--- src/rtl/irq_sense_pkg.sv ---
package irq_sense_pkg;

    // How one pin decides that it is asserting.
    typedef enum logic [1:0] {
        TRIG_OFF      = 2'd0,
        TRIG_LEVEL    = 2'd1,
        TRIG_ONE_EDGE = 2'd2,
        TRIG_ANY_EDGE = 2'd3
    } trig_kind_e;

    // Configuration bits of one pin, gathered from the flat port vectors.
    typedef struct packed {
        logic active;
        logic invert;
        logic edge_mode;
        logic dual;
    } pin_cfg_t;

    // Per-pin result of the trigger evaluation, handed to the latch.
    typedef struct packed {
        trig_kind_e kind;
        logic       hit;
        logic       level;
    } pin_eval_t;

    function automatic trig_kind_e classify(pin_cfg_t c);
        trig_kind_e k;
        if (!c.active)         k = TRIG_OFF;
        else if (!c.edge_mode) k = TRIG_LEVEL;
        else if (c.dual)       k = TRIG_ANY_EDGE;
        else                   k = TRIG_ONE_EDGE;
        return k;
    endfunction

    // Transition detector: old and new synchronized samples of one pin.
    function automatic logic edge_hit(trig_kind_e k, logic invert,
                                      logic prev, logic cur);
        logic r;
        case (k)
            TRIG_ANY_EDGE: r = prev ^ cur;
            TRIG_ONE_EDGE: r = invert ? (prev & ~cur) : (~prev & cur);
            default:       r = 1'b0;
        endcase
        return r;
    endfunction

endpackage

--- src/rtl/irq_pin_sync.sv ---
module irq_pin_sync #(
    parameter int NUM_PINS    = 32,
    parameter int SYNC_STAGES = 2
) (
    input  logic                clk,
    input  logic                rst,
    input  logic [NUM_PINS-1:0] pin_raw,
    output logic [NUM_PINS-1:0] pin_cur,
    output logic [NUM_PINS-1:0] pin_old
);
    localparam int LAST = SYNC_STAGES - 1;

    logic [NUM_PINS-1:0] stage_q [SYNC_STAGES];
    logic [NUM_PINS-1:0] old_q;

    generate
        for (genvar s = 0; s < SYNC_STAGES; s++) begin : g_stage
            if (s == 0) begin : g_first
                always_ff @(posedge clk) begin
                    if (rst) stage_q[s] <= '0;
                    else     stage_q[s] <= pin_raw;
                end
            end else begin : g_next
                always_ff @(posedge clk) begin
                    if (rst) stage_q[s] <= '0;
                    else     stage_q[s] <= stage_q[s-1];
                end
            end
        end
    endgenerate

    // Tracks every pin regardless of mode, so reconfiguration sees no stale edge.
    always_ff @(posedge clk) begin
        if (rst) old_q <= '0;
        else     old_q <= stage_q[LAST];
    end

    assign pin_cur = stage_q[LAST];
    assign pin_old = old_q;
endmodule

--- src/rtl/irq_trigger_eval.sv ---
module irq_trigger_eval
    import irq_sense_pkg::*;
#(
    parameter int NUM_PINS = 32
) (
    input  logic [NUM_PINS-1:0] pin_cur,
    input  logic [NUM_PINS-1:0] pin_old,
    input  logic [NUM_PINS-1:0] irq_mode,
    input  logic [NUM_PINS-1:0] polarity,
    input  logic [NUM_PINS-1:0] edge_sel,
    input  logic [NUM_PINS-1:0] both_edge,
    output pin_eval_t [NUM_PINS-1:0] eval
);
    generate
        for (genvar i = 0; i < NUM_PINS; i++) begin : g_pin
            pin_cfg_t   cfg;
            trig_kind_e kind;

            always_comb begin
                cfg.active    = irq_mode[i];
                cfg.invert    = polarity[i];
                cfg.edge_mode = edge_sel[i];
                cfg.dual      = both_edge[i];
                kind          = classify(cfg);
                eval[i].kind  = kind;
                eval[i].hit   = edge_hit(kind, cfg.invert, pin_old[i], pin_cur[i]);
                eval[i].level = pin_cur[i] ^ cfg.invert;
            end
        end
    endgenerate
endmodule

--- src/rtl/irq_status_latch.sv ---
module irq_status_latch
    import irq_sense_pkg::*;
#(
    parameter int NUM_PINS = 32
) (
    input  logic                     clk,
    input  logic                     rst,
    input  pin_eval_t [NUM_PINS-1:0] eval,
    input  logic [NUM_PINS-1:0]      clr_pulse,
    output logic [NUM_PINS-1:0]      status
);
    logic [NUM_PINS-1:0] stat_q;
    logic [NUM_PINS-1:0] stat_d;

    generate
        for (genvar i = 0; i < NUM_PINS; i++) begin : g_bit
            always_comb begin
                case (eval[i].kind)
                    TRIG_OFF:   stat_d[i] = 1'b0;
                    TRIG_LEVEL: stat_d[i] = eval[i].level;
                    // A fresh edge outranks a clear arriving at the same edge.
                    default:    stat_d[i] = eval[i].hit | (stat_q[i] & ~clr_pulse[i]);
                endcase
            end
        end
    endgenerate

    always_ff @(posedge clk) begin
        if (rst) stat_q <= '0;
        else     stat_q <= stat_d;
    end

    assign status = stat_q;
endmodule

--- src/rtl/irq_request_merge.sv ---
module irq_request_merge #(
    parameter int NUM_PINS = 32
) (
    input  logic [NUM_PINS-1:0] status,
    input  logic [NUM_PINS-1:0] irq_enable,
    output logic                irq_req
);
    logic [NUM_PINS-1:0] pending;

    always_comb begin
        pending = status & irq_enable;
        irq_req = |pending;
    end
endmodule

--- src/rtl/irq_sense_latch.sv ---
module irq_sense_latch
    import irq_sense_pkg::*;
#(
    parameter int NUM_PINS    = 32,
    parameter int SYNC_STAGES = 2
) (
    input  logic                clk,
    input  logic                rst,
    input  logic [NUM_PINS-1:0] pin_in,
    input  logic [NUM_PINS-1:0] irq_mode,
    input  logic [NUM_PINS-1:0] polarity,
    input  logic [NUM_PINS-1:0] edge_sel,
    input  logic [NUM_PINS-1:0] both_edge,
    input  logic [NUM_PINS-1:0] clr_pulse,
    input  logic [NUM_PINS-1:0] irq_enable,
    output logic [NUM_PINS-1:0] status,
    output logic                irq_req
);
    logic [NUM_PINS-1:0]      pin_sync;
    logic [NUM_PINS-1:0]      pin_prev;
    pin_eval_t [NUM_PINS-1:0] pin_eval;

    irq_pin_sync #(.NUM_PINS(NUM_PINS), .SYNC_STAGES(SYNC_STAGES)) u_sync (
        .clk     (clk),
        .rst     (rst),
        .pin_raw (pin_in),
        .pin_cur (pin_sync),
        .pin_old (pin_prev)
    );

    irq_trigger_eval #(.NUM_PINS(NUM_PINS)) u_eval (
        .pin_cur   (pin_sync),
        .pin_old   (pin_prev),
        .irq_mode  (irq_mode),
        .polarity  (polarity),
        .edge_sel  (edge_sel),
        .both_edge (both_edge),
        .eval      (pin_eval)
    );

    irq_status_latch #(.NUM_PINS(NUM_PINS)) u_latch (
        .clk       (clk),
        .rst       (rst),
        .eval      (pin_eval),
        .clr_pulse (clr_pulse),
        .status    (status)
    );

    irq_request_merge #(.NUM_PINS(NUM_PINS)) u_merge (
        .status     (status),
        .irq_enable (irq_enable),
        .irq_req    (irq_req)
    );
endmodule

--- config.mk ---
export PLATFORM = sky130hd
export DESIGN_NAME = irq_sense_latch
export DESIGN_NICKNAME = d
export VERILOG_FILES = /design/src/rtl/irq_sense_pkg.sv /design/src/rtl/irq_pin_sync.sv /design/src/rtl/irq_trigger_eval.sv /design/src/rtl/irq_status_latch.sv /design/src/rtl/irq_request_merge.sv /design/src/rtl/irq_sense_latch.sv
export SDC_FILE = /design/constraint.sdc
export NUM_CORES = 1
export LEC_CHECK = 0
export ABC_AREA = 1
export BUFFER_PORTS_ARGS = -buffer_cell sky130_fd_sc_hd__buf_2
export CAP_MARGIN = 20
export CORE_ASPECT_RATIO = 0.75
export CORE_MARGIN = 2
export CORE_UTILIZATION = 49
export DETAILED_ROUTE_END_ITERATION = 8
export MAX_ROUTING_LAYER = met4
export PLACE_DENSITY = 0.8
export SETUP_SLACK_MARGIN = 0.1
export SYNTH_ARGS = -nofsm -noshare
export SYNTH_HDL_FRONTEND = slang
export SYNTH_SLANG_ARGS = --single-unit
--- constraint.sdc ---
create_clock -name clk -period 1.4 [get_ports clk]
set_input_delay 0.14 -clock clk [delete_from_list [all_inputs] [get_ports clk]]
set_output_delay 0.14 -clock clk [all_outputs]
set_load 0.03 [all_outputs]
==> results of run 1 <==
==> layout by cell type (no fill, tap or decap), drive strengths merged <==
cell | netlist | layout
o21ai | 32 | 32
inv | 256 | 257
clkbuf | 0 | 19
clkinv | 0 | 4
nor2 | 202 | 202
nand3 | 32 | 32
xor2 | 32 | 32
buf | 14 | 265
nand2 | 181 | 181
ha | 64 | 64
a21oi | 32 | 32
clkinvlp | 0 | 4
dlygate4sd3 | 0 | 53
bufinv | 0 | 3
dfxtp | 128 | 128
==> report_power, final <==
group	internal, uW	total [uW]	switching, uW
sequential	3810	3900	96.9
clock	2890	4510	1610
combinational	649	1360	707
==> synthesized netlist by cell type (all sizes together) <==
| master | instances |
|---|---|
| inv | 256 |
| nor2 | 202 |
| nand2 | 181 |
| dfxtp | 128 |
| ha | 64 |
| a21oi | 32 |
| nand3 | 32 |
| o21ai | 32 |
| xor2 | 32 |
| buf | 14 |
==> layer usage <==
metal	GRT usage (%)	up-vias	part of all wire, %
met4	5.76	0	1.2
met1	26.1	2774	43
met5	-	-	0
met3	4.67	19	5.2
li1	-	3448	-
met2	42.8	196	51
==> cell type report <==
type	instances	area, um2
clock inverters	12	160
repair buffers	318	1910
multi-input cells	575	3040
well taps	171	214
clock buffers	19	453
flip-flops and latches	128	2570
fillers	1051	3800
inverters	256	961
==> flip-flops by register name, indices dropped and copies added (netlist names) <==
register,cells
u_sync.pin_old,32
u_sync.stage_q,64
u_latch.status,32
==> worst register-to-register path: cells and delay by family (launching register included) <==
| kind | cells | cell delay [ns] |
|---|---|---|
| flip-flops | 1 | 0.40 |
| adder cells (fa/ha/maj) | 1 | 0.28 |
| AND/OR/NAND/NOR | 4 | 0.26 |
| buffers and inverters | 2 | 0.13 |
==> kinds of logic after synthesis <==
family | synth area share [%]
simple gates | 24.1
xor+xnor | 4.24
buf+inv | 16.0
flops | 38.7
fa+ha+maj | 12.1
compound gates | 4.84
==> per-stage QoR <==
step / area (um2) / setup slack (ns) / power (uW) / hold slack (ns) / setup TNS [ns]
after global routing: 9300 / -0.268 / 10200 / 0.0186 / -0.268
after global placement: 8100 / 0.0916 / 5130 / 0.343 / 0
final: 9300 / -0.177 / 9770 / 0.0116 / -0.177
after CTS: 9270 / -0.181 / 9840 / 0.000552 / -0.181
after floorplan: 6620 / 0.276 / 4610 / 0.247 / 0
after detailed placement: 8100 / 0.105 / 5160 / 0.346 / 0
==> final timing paths <==
check | to | slack (ns) | cells past startpoint
max | irq_req | -0.18 | 7
max reg2reg | u_latch.status[16] | 0.22 | 7
min reg2reg | u_sync.stage_q[1][23] | 0.40 | 2
min | u_latch.status[25] | 0.01 | 3
==> what timing repair did <==
| action | CTS | global route |
|---|---|---|
| setup buffers | 0 | 1 |
| hold buffers | 53 | 0 |
| setup endpoints to repair | 1 | 1 |
| pin swaps | 2 | 6 |
| hold endpoints to repair | 53 | 0 |
| gates resized for setup | 11 | 11 |
==> metrics.txt, run 1 <==
# TYPE chip_impl_metric gauge
chip_impl_info{name="run_status",value="finished with violations"} 1
chip_impl_metric{name="fp.coreArea",unit="mm2"} 0.0131
chip_impl_metric{name="cts_max_path_buffers",unit=""} 2
chip_impl_metric{name="ant_nets",unit=""} 0
chip_impl_metric{name="globalRoute.totalOverflow",unit=""} 0
chip_impl_info{name="critPathKind",value="flop to output pin"} 1
chip_impl_metric{name="max_fanout_on_critical_path",unit=""} 3
chip_impl_metric{name="skew",unit="ns"} 0.00730
chip_impl_metric{name="worstPathArrival",unit="ns"} 1.44
chip_impl_info{name="worst_hold_path_type",value="primary input to flop"} 1
chip_impl_metric{name="finalSetupViolations",unit=""} 1
chip_impl_metric{name="first_global_vias",unit=""} 6332
chip_impl_metric{name="ys_seq_area_share",unit="%"} 38.7
chip_impl_metric{name="slew_headroom",unit="%"} 76.4
chip_impl_metric{name="cts-buffers-inserted",unit=""} 17
chip_impl_metric{name="grtUsageTotal",unit="%"} 23.3
chip_impl_info{name="r2r_start",value="u_sync.stage_q[1][16]"} 1
chip_impl_info{name="timing.critical_path.from_type",value="flop"} 1
chip_impl_metric{name="worstSkewPairLatency",unit="ns"} 0.40
chip_impl_metric{name="fmax",unit="GHz"} 0.634
chip_impl_metric{name="fraction_of_layout_cells_with_a_size_suffix_above_1",unit="%"} 24.1
chip_impl_metric{name="worst-slew-pin-transition",unit="ns"} 0.354
chip_impl_info{name="yosys-top-cells-area",value="sky130_fd_sc_hd__dfxtp_1 39%, sky130_fd_sc_hd__inv_1 15%, sky130_fd_sc_hd__ha_1 12%, sky130_fd_sc_hd__nor2_1 11%, sky130_fd_sc_hd__nand2_1 10%"} 1
chip_impl_info{name="min_from",value="edge_sel[25]"} 1
chip_impl_metric{name="postSynthNetCount",unit=""} 1263
chip_impl_metric{name="dp_hpwl",unit="um"} 11600
chip_impl_metric{name="hold_violations_final",unit=""} 0
chip_impl_metric{name="die_h",unit="um"} 105
chip_impl_info{name="path_cells",value="nand2_2, nand2_1, nor2_1, nand2_2, nor2_2, nand2_1, buf_6"} 1
chip_impl_metric{name="io_buffers",unit=""} 258
chip_impl_metric{name="worst_ep_required_time",unit="ns"} 1.26
chip_impl_metric{name="n_antenna_cell",unit=""} 0
chip_impl_metric{name="synth_cell_type_count",unit=""} 12
chip_impl_metric{name="average_vias_per_placed_instance",unit=""} 4.35
chip_impl_metric{name="post-synth-top-area-fraction",unit="%"} 38.7
chip_impl_metric{name="report.final.slew_viol_count",unit=""} 0
chip_impl_metric{name="routability_cong",unit=""} 0.888
chip_impl_metric{name="post-place-cells",unit=""} 1394
chip_impl_metric{name="post_synthesis_mean_instance_area",unit="um2"} 6.80
chip_impl_metric{name="row_count",unit=""} 36
chip_impl_metric{name="syn-instance-count",unit=""} 973
chip_impl_info{name="violated_checks",value="negative setup slack"} 1
chip_impl_info{name="cts-root-buf",value="sky130_fd_sc_hd__clkbuf_16"} 1
chip_impl_metric{name="grt_first_pass_wirelength",unit="um"} 27300
chip_impl_metric{name="die_x",unit="um"} 138
chip_impl_info{name="crit_path_start",value="u_latch.status[12]"} 1
chip_impl_info{name="critical_path.slowest_cell",value="sky130_fd_sc_hd__dfxtp_2"} 1
chip_impl_metric{name="die-area",unit="mm2"} 0.0145
chip_impl_metric{name="clk_pin_slew_worst_paths",unit="ns"} 0.05
chip_impl_metric{name="power_density",unit="mW/mm2"} 1050
chip_impl_metric{name="wirelength",unit="um"} 16200
chip_impl_metric{name="syn-cell-area",unit="mm2"} 0.00662
chip_impl_metric{name="dr.pass1.iters",unit=""} 5
chip_impl_metric{name="initial_utilization",unit="%"} 50.5
chip_impl_metric{name="io_pins",unit=""} 259
chip_impl_metric{name="yosys_warnings",unit=""} 0
chip_impl_metric{name="via_count",unit=""} 6437
chip_impl_metric{name="wl_per_cell",unit="um"} 11.0
chip_impl_metric{name="layout.nets",unit=""} 1586
chip_impl_metric{name="vdd.ir_drop.worst",unit="uV"} 820
chip_impl_info{name="cp_top_family",value="simple AND/OR/NAND/NOR gates"} 1
chip_impl_metric{name="drt-initial-drc-count",unit=""} 217
chip_impl_info{name="unrepaired_setup_endpoints_after_global_routing",value="true"} 1
chip_impl_info{name="yosys.area.top_type",value="sky130_fd_sc_hd__dfxtp_1"} 1
chip_impl_info{name="cts_tree",value="done"} 1
chip_impl_metric{name="timing.critical_path.buf_inv",unit=""} 1
chip_impl_metric{name="grt_start_max_net_pins",unit=""} 34
chip_impl_metric{name="drt_drc_violations_left",unit=""} 0
chip_impl_metric{name="layoutNonFillerInstCount",unit=""} 1479
chip_impl_metric{name="seq_cells_post_synth",unit=""} 128
chip_impl_metric{name="cts_sinks",unit=""} 128
chip_impl_metric{name="area_growth",unit="%"} 40.6
chip_impl_metric{name="antenna_found_initial",unit=""} 0
chip_impl_metric{name="leakage",unit="uW"} 0.00524
chip_impl_metric{name="cap_violations",unit=""} 0
chip_impl_metric{name="final_worst_path_period_share",unit="%"} 113
chip_impl_metric{name="setup_slack",unit="ns"} -0.177
chip_impl_metric{name="cts-htree-levels",unit=""} 4
chip_impl_metric{name="final_period_minus_worst_setup_slack",unit="ns"} 1.58
chip_impl_info{name="worst_setup_path_end_kind",value="output pin"} 1
chip_impl_metric{name="final_util",unit="%"} 71.0
chip_impl_metric{name="worst_path_max_stage_delay",unit="ns"} 0.34
Note: power is estimated with default switching activity, not from simulation.
==> run 2, diff against run 1 <==
--- a/config.mk
+++ b/config.mk
@@ -6,7 +6,7 @@
 export NUM_CORES = 1
 export LEC_CHECK = 0
 export ABC_AREA = 1
-export BUFFER_PORTS_ARGS = -buffer_cell sky130_fd_sc_hd__buf_2
+export BUFFER_PORTS_ARGS = -buffer_cell sky130_fd_sc_hd__buf_4
 export CAP_MARGIN = 20
 export CORE_ASPECT_RATIO = 0.75
 export CORE_MARGIN = 2
@@ -14,7 +14,6 @@
 export DETAILED_ROUTE_END_ITERATION = 8
 export MAX_ROUTING_LAYER = met4
 export PLACE_DENSITY = 0.8
-export SETUP_SLACK_MARGIN = 0.1
 export SYNTH_ARGS = -nofsm -noshare
 export SYNTH_HDL_FRONTEND = slang
 export SYNTH_SLANG_ARGS = --single-unit
==> metrics.txt, run 2 (synthesis gave the netlist of run 1 again) <==
# TYPE chip_impl_metric gauge
chip_impl_info{name="run_status",value="finished with violations"} 1
chip_impl_info{name="violated_checks",value="negative setup slack"} 1
chip_impl_metric{name="die-area",unit="mm2"} 0.0145
chip_impl_metric{name="row_count",unit=""} 36
chip_impl_metric{name="power_density",unit="mW/mm2"} 1040
chip_impl_metric{name="die_x",unit="um"} 138
chip_impl_info{name="worst_hold_path_type",value="primary input to flop"} 1
chip_impl_metric{name="clk_pin_slew_worst_paths",unit="ns"} 0.06
chip_impl_metric{name="skew",unit="ns"} 0.0103
chip_impl_metric{name="io_pins",unit=""} 259
chip_impl_metric{name="first_global_vias",unit=""} 6482
chip_impl_metric{name="fraction_of_layout_cells_with_a_size_suffix_above_1",unit="%"} 25.7
chip_impl_metric{name="globalRoute.totalOverflow",unit=""} 0
chip_impl_metric{name="finalSetupViolations",unit=""} 1
chip_impl_metric{name="setup_slack",unit="ns"} -0.174
chip_impl_metric{name="fp.coreArea",unit="mm2"} 0.0131
chip_impl_metric{name="average_vias_per_placed_instance",unit=""} 4.41
chip_impl_metric{name="antenna_found_initial",unit=""} 0
chip_impl_metric{name="worstPathArrival",unit="ns"} 1.43
chip_impl_metric{name="vdd.ir_drop.worst",unit="uV"} 933
chip_impl_metric{name="combPwrFrac",unit="%"} 15.3
chip_impl_metric{name="final_worst_path_period_share",unit="%"} 112
chip_impl_metric{name="io_buffers",unit=""} 258
chip_impl_metric{name="n_antenna_cell",unit=""} 0
chip_impl_metric{name="initial_utilization",unit="%"} 50.5
chip_impl_info{name="layout_commonest_cell",value="sky130_fd_sc_hd__buf_4"} 1
chip_impl_metric{name="wirelength_met1",unit="um"} 7290
chip_impl_metric{name="grt_start_max_net_pins",unit=""} 32
chip_impl_metric{name="slew_headroom",unit="%"} 74.0
chip_impl_metric{name="max_fanout_on_critical_path",unit=""} 3
chip_impl_metric{name="area_growth",unit="%"} 54.0
chip_impl_metric{name="cts_sinks",unit=""} 128
chip_impl_info{name="layout_common_cells",value="265 x sky130_fd_sc_hd__buf_4, 256 x sky130_fd_sc_hd__inv_1, 194 x sky130_fd_sc_hd__nor2_1, 165 x sky130_fd_sc_hd__nand2_1, 112 x sky130_fd_sc_hd__dfxtp_1"} 1
chip_impl_metric{name="cts-htree-levels",unit=""} 4
chip_impl_metric{name="grt_first_pass_wirelength",unit="um"} 28700
chip_impl_metric{name="worst-slew-pin-transition",unit="ns"} 0.390
chip_impl_metric{name="detailroute.wirelength.met3",unit="um"} 992
chip_impl_metric{name="cts-buffers-inserted",unit=""} 17
chip_impl_info{name="cts-root-buf",value="sky130_fd_sc_hd__clkbuf_16"} 1
chip_impl_info{name="most_flop_heavy_register",value="u_sync.stage_q"} 1
chip_impl_info{name="unrepaired_setup_endpoints_after_global_routing",value="true"} 1
chip_impl_info{name="critPathKind",value="flop to output pin"} 1
chip_impl_metric{name="die_h",unit="um"} 105
chip_impl_metric{name="dr.pass1.iters",unit=""} 4
chip_impl_metric{name="largest_reg_flops",unit=""} 64
chip_impl_metric{name="fmax",unit="GHz"} 0.635
chip_impl_metric{name="wl_per_cell",unit="um"} 11.6
chip_impl_metric{name="worst_ep_required_time",unit="ns"} 1.26
chip_impl_metric{name="wirelength",unit="um"} 17300
chip_impl_metric{name="drt-initial-drc-count",unit=""} 225
chip_impl_metric{name="hold_violations_final",unit=""} 0
chip_impl_metric{name="met2_length",unit="um"} 8700
chip_impl_metric{name="layout.nets",unit=""} 1598
chip_impl_metric{name="final_period_minus_worst_setup_slack",unit="ns"} 1.57
chip_impl_info{name="worst_setup_path_end_kind",value="output pin"} 1
chip_impl_metric{name="drt_drc_violations_left",unit=""} 0
chip_impl_metric{name="power.switching",unit="uW"} 2500
chip_impl_info{name="path_cells",value="nand2_1, nand2_1, nor2_1, nand2_2, nor2_4, nand2_2, buf_6"} 1
chip_impl_metric{name="report.final.slew_viol_count",unit=""} 0
chip_impl_metric{name="hold_slack",unit="ns"} 0.00231
chip_impl_info{name="top_layer",value="met4"} 1
chip_impl_metric{name="ant_nets",unit=""} 0
chip_impl_metric{name="grtUsageTotal",unit="%"} 24.7
chip_impl_info{name="timing.critical_path.from_type",value="flop"} 1
chip_impl_metric{name="routability_cong",unit=""} 0.865
chip_impl_info{name="critical_path.slowest_cell",value="sky130_fd_sc_hd__dfxtp_2"} 1
chip_impl_metric{name="leakage",unit="uW"} 0.00555
chip_impl_metric{name="power_frac_seq",unit="%"} 36.9
chip_impl_metric{name="worstSkewPairLatency",unit="ns"} 0.41
chip_impl_metric{name="ff_latch_area",unit="mm2"} 0.00258
chip_impl_metric{name="number_of_fill_cells_in_the_layout",unit=""} 929
chip_impl_metric{name="worst_path_max_stage_delay",unit="ns"} 0.33
chip_impl_metric{name="cts_max_path_buffers",unit=""} 2
chip_impl_metric{name="share_clk_of_total_power",unit="%"} 47.9
chip_impl_metric{name="final_util",unit="%"} 77.7
chip_impl_info{name="cts_tree",value="done"} 1
chip_impl_metric{name="via_count",unit=""} 6581
chip_impl_metric{name="cap_violations",unit=""} 0
chip_impl_metric{name="power_report.internal_total",unit="uW"} 8100
chip_impl_metric{name="area_of_the_multi_input_gates",unit="mm2"} 0.00308
chip_impl_metric{name="swShare",unit="%"} 23.6
chip_impl_metric{name="dp_hpwl",unit="um"} 12100
## run 2: repair_timing
item | in CTS | in global routing
setup buffers | 3 | 2
hold buffers | 61 | 0
pin swaps | 6 | 17
setup endpoints to repair | 1 | 1
hold endpoints to repair | 61 | 0
gates resized for setup | 12 | 34
## run 2: worst paths after layout
path                                            start                    end  slack, ns  cells past startpoint
worst max-delay path               u_latch.status[12]                irq_req      -0.17                      7
worst min-delay path                    both_edge[31]     u_latch.status[31]      0.002                      4
worst max register to register  u_sync.stage_q[1][28]     u_latch.status[28]       0.21                      7
worst min register to register  u_sync.stage_q[0][13]  u_sync.stage_q[1][13]       0.40                      2
## run 2: per-layer routing
layer	up-vias	GRT usage, %
met5	-	-
met4	0	8.24
met3	22	6.00
met2	219	42.9
met1	2862	28.2
li1	3478	-
## run 2: layout make-up
type,instances,share of cell area [%]
multi-input combinational,575,30.3
sequential,128,25.3
clock buffer,20,4.38
tap,171,2.10
timing repair buffer,330,26.2
clock inverter,12,2.27
inverter,256,9.43
## run 2: metrics by stage
step	area [um2]	setup slack [ns]	setup TNS [ns]	std cells	total power, uW
floorplan	6620	0.276	0	973	4610
global placement	8760	0.0723	0	1394	5340
detailed placement	8760	0.0770	0	1394	5370
CTS	10100	-0.203	-0.203	1490	10600
global route	10200	-0.242	-0.242	1492	11100
finish	10200	-0.174	-0.174	1492	10600
## run 2: critical path: cells and delay by family (launching register included)
family | cells | cell delay, ns
DFF | 1 | 0.33
buffers and inverters | 1 | 0.13
and+or+nand+nor | 6 | 0.56
## run 2: power by group through the flow
| stage | combinational (uW) | clock (uW) | sequential [uW] |
|---|---|---|---|
| final | 1620 | 5070 | 3910 |
| after global routing | 1810 | 5330 | 3930 |
| after detailed placement | 1390 | 0 | 3980 |
| after global placement | 1370 | 0 | 3970 |
| after CTS | 1580 | 5140 | 3900 |
| after floorplan | 558 | 0 | 4050 |
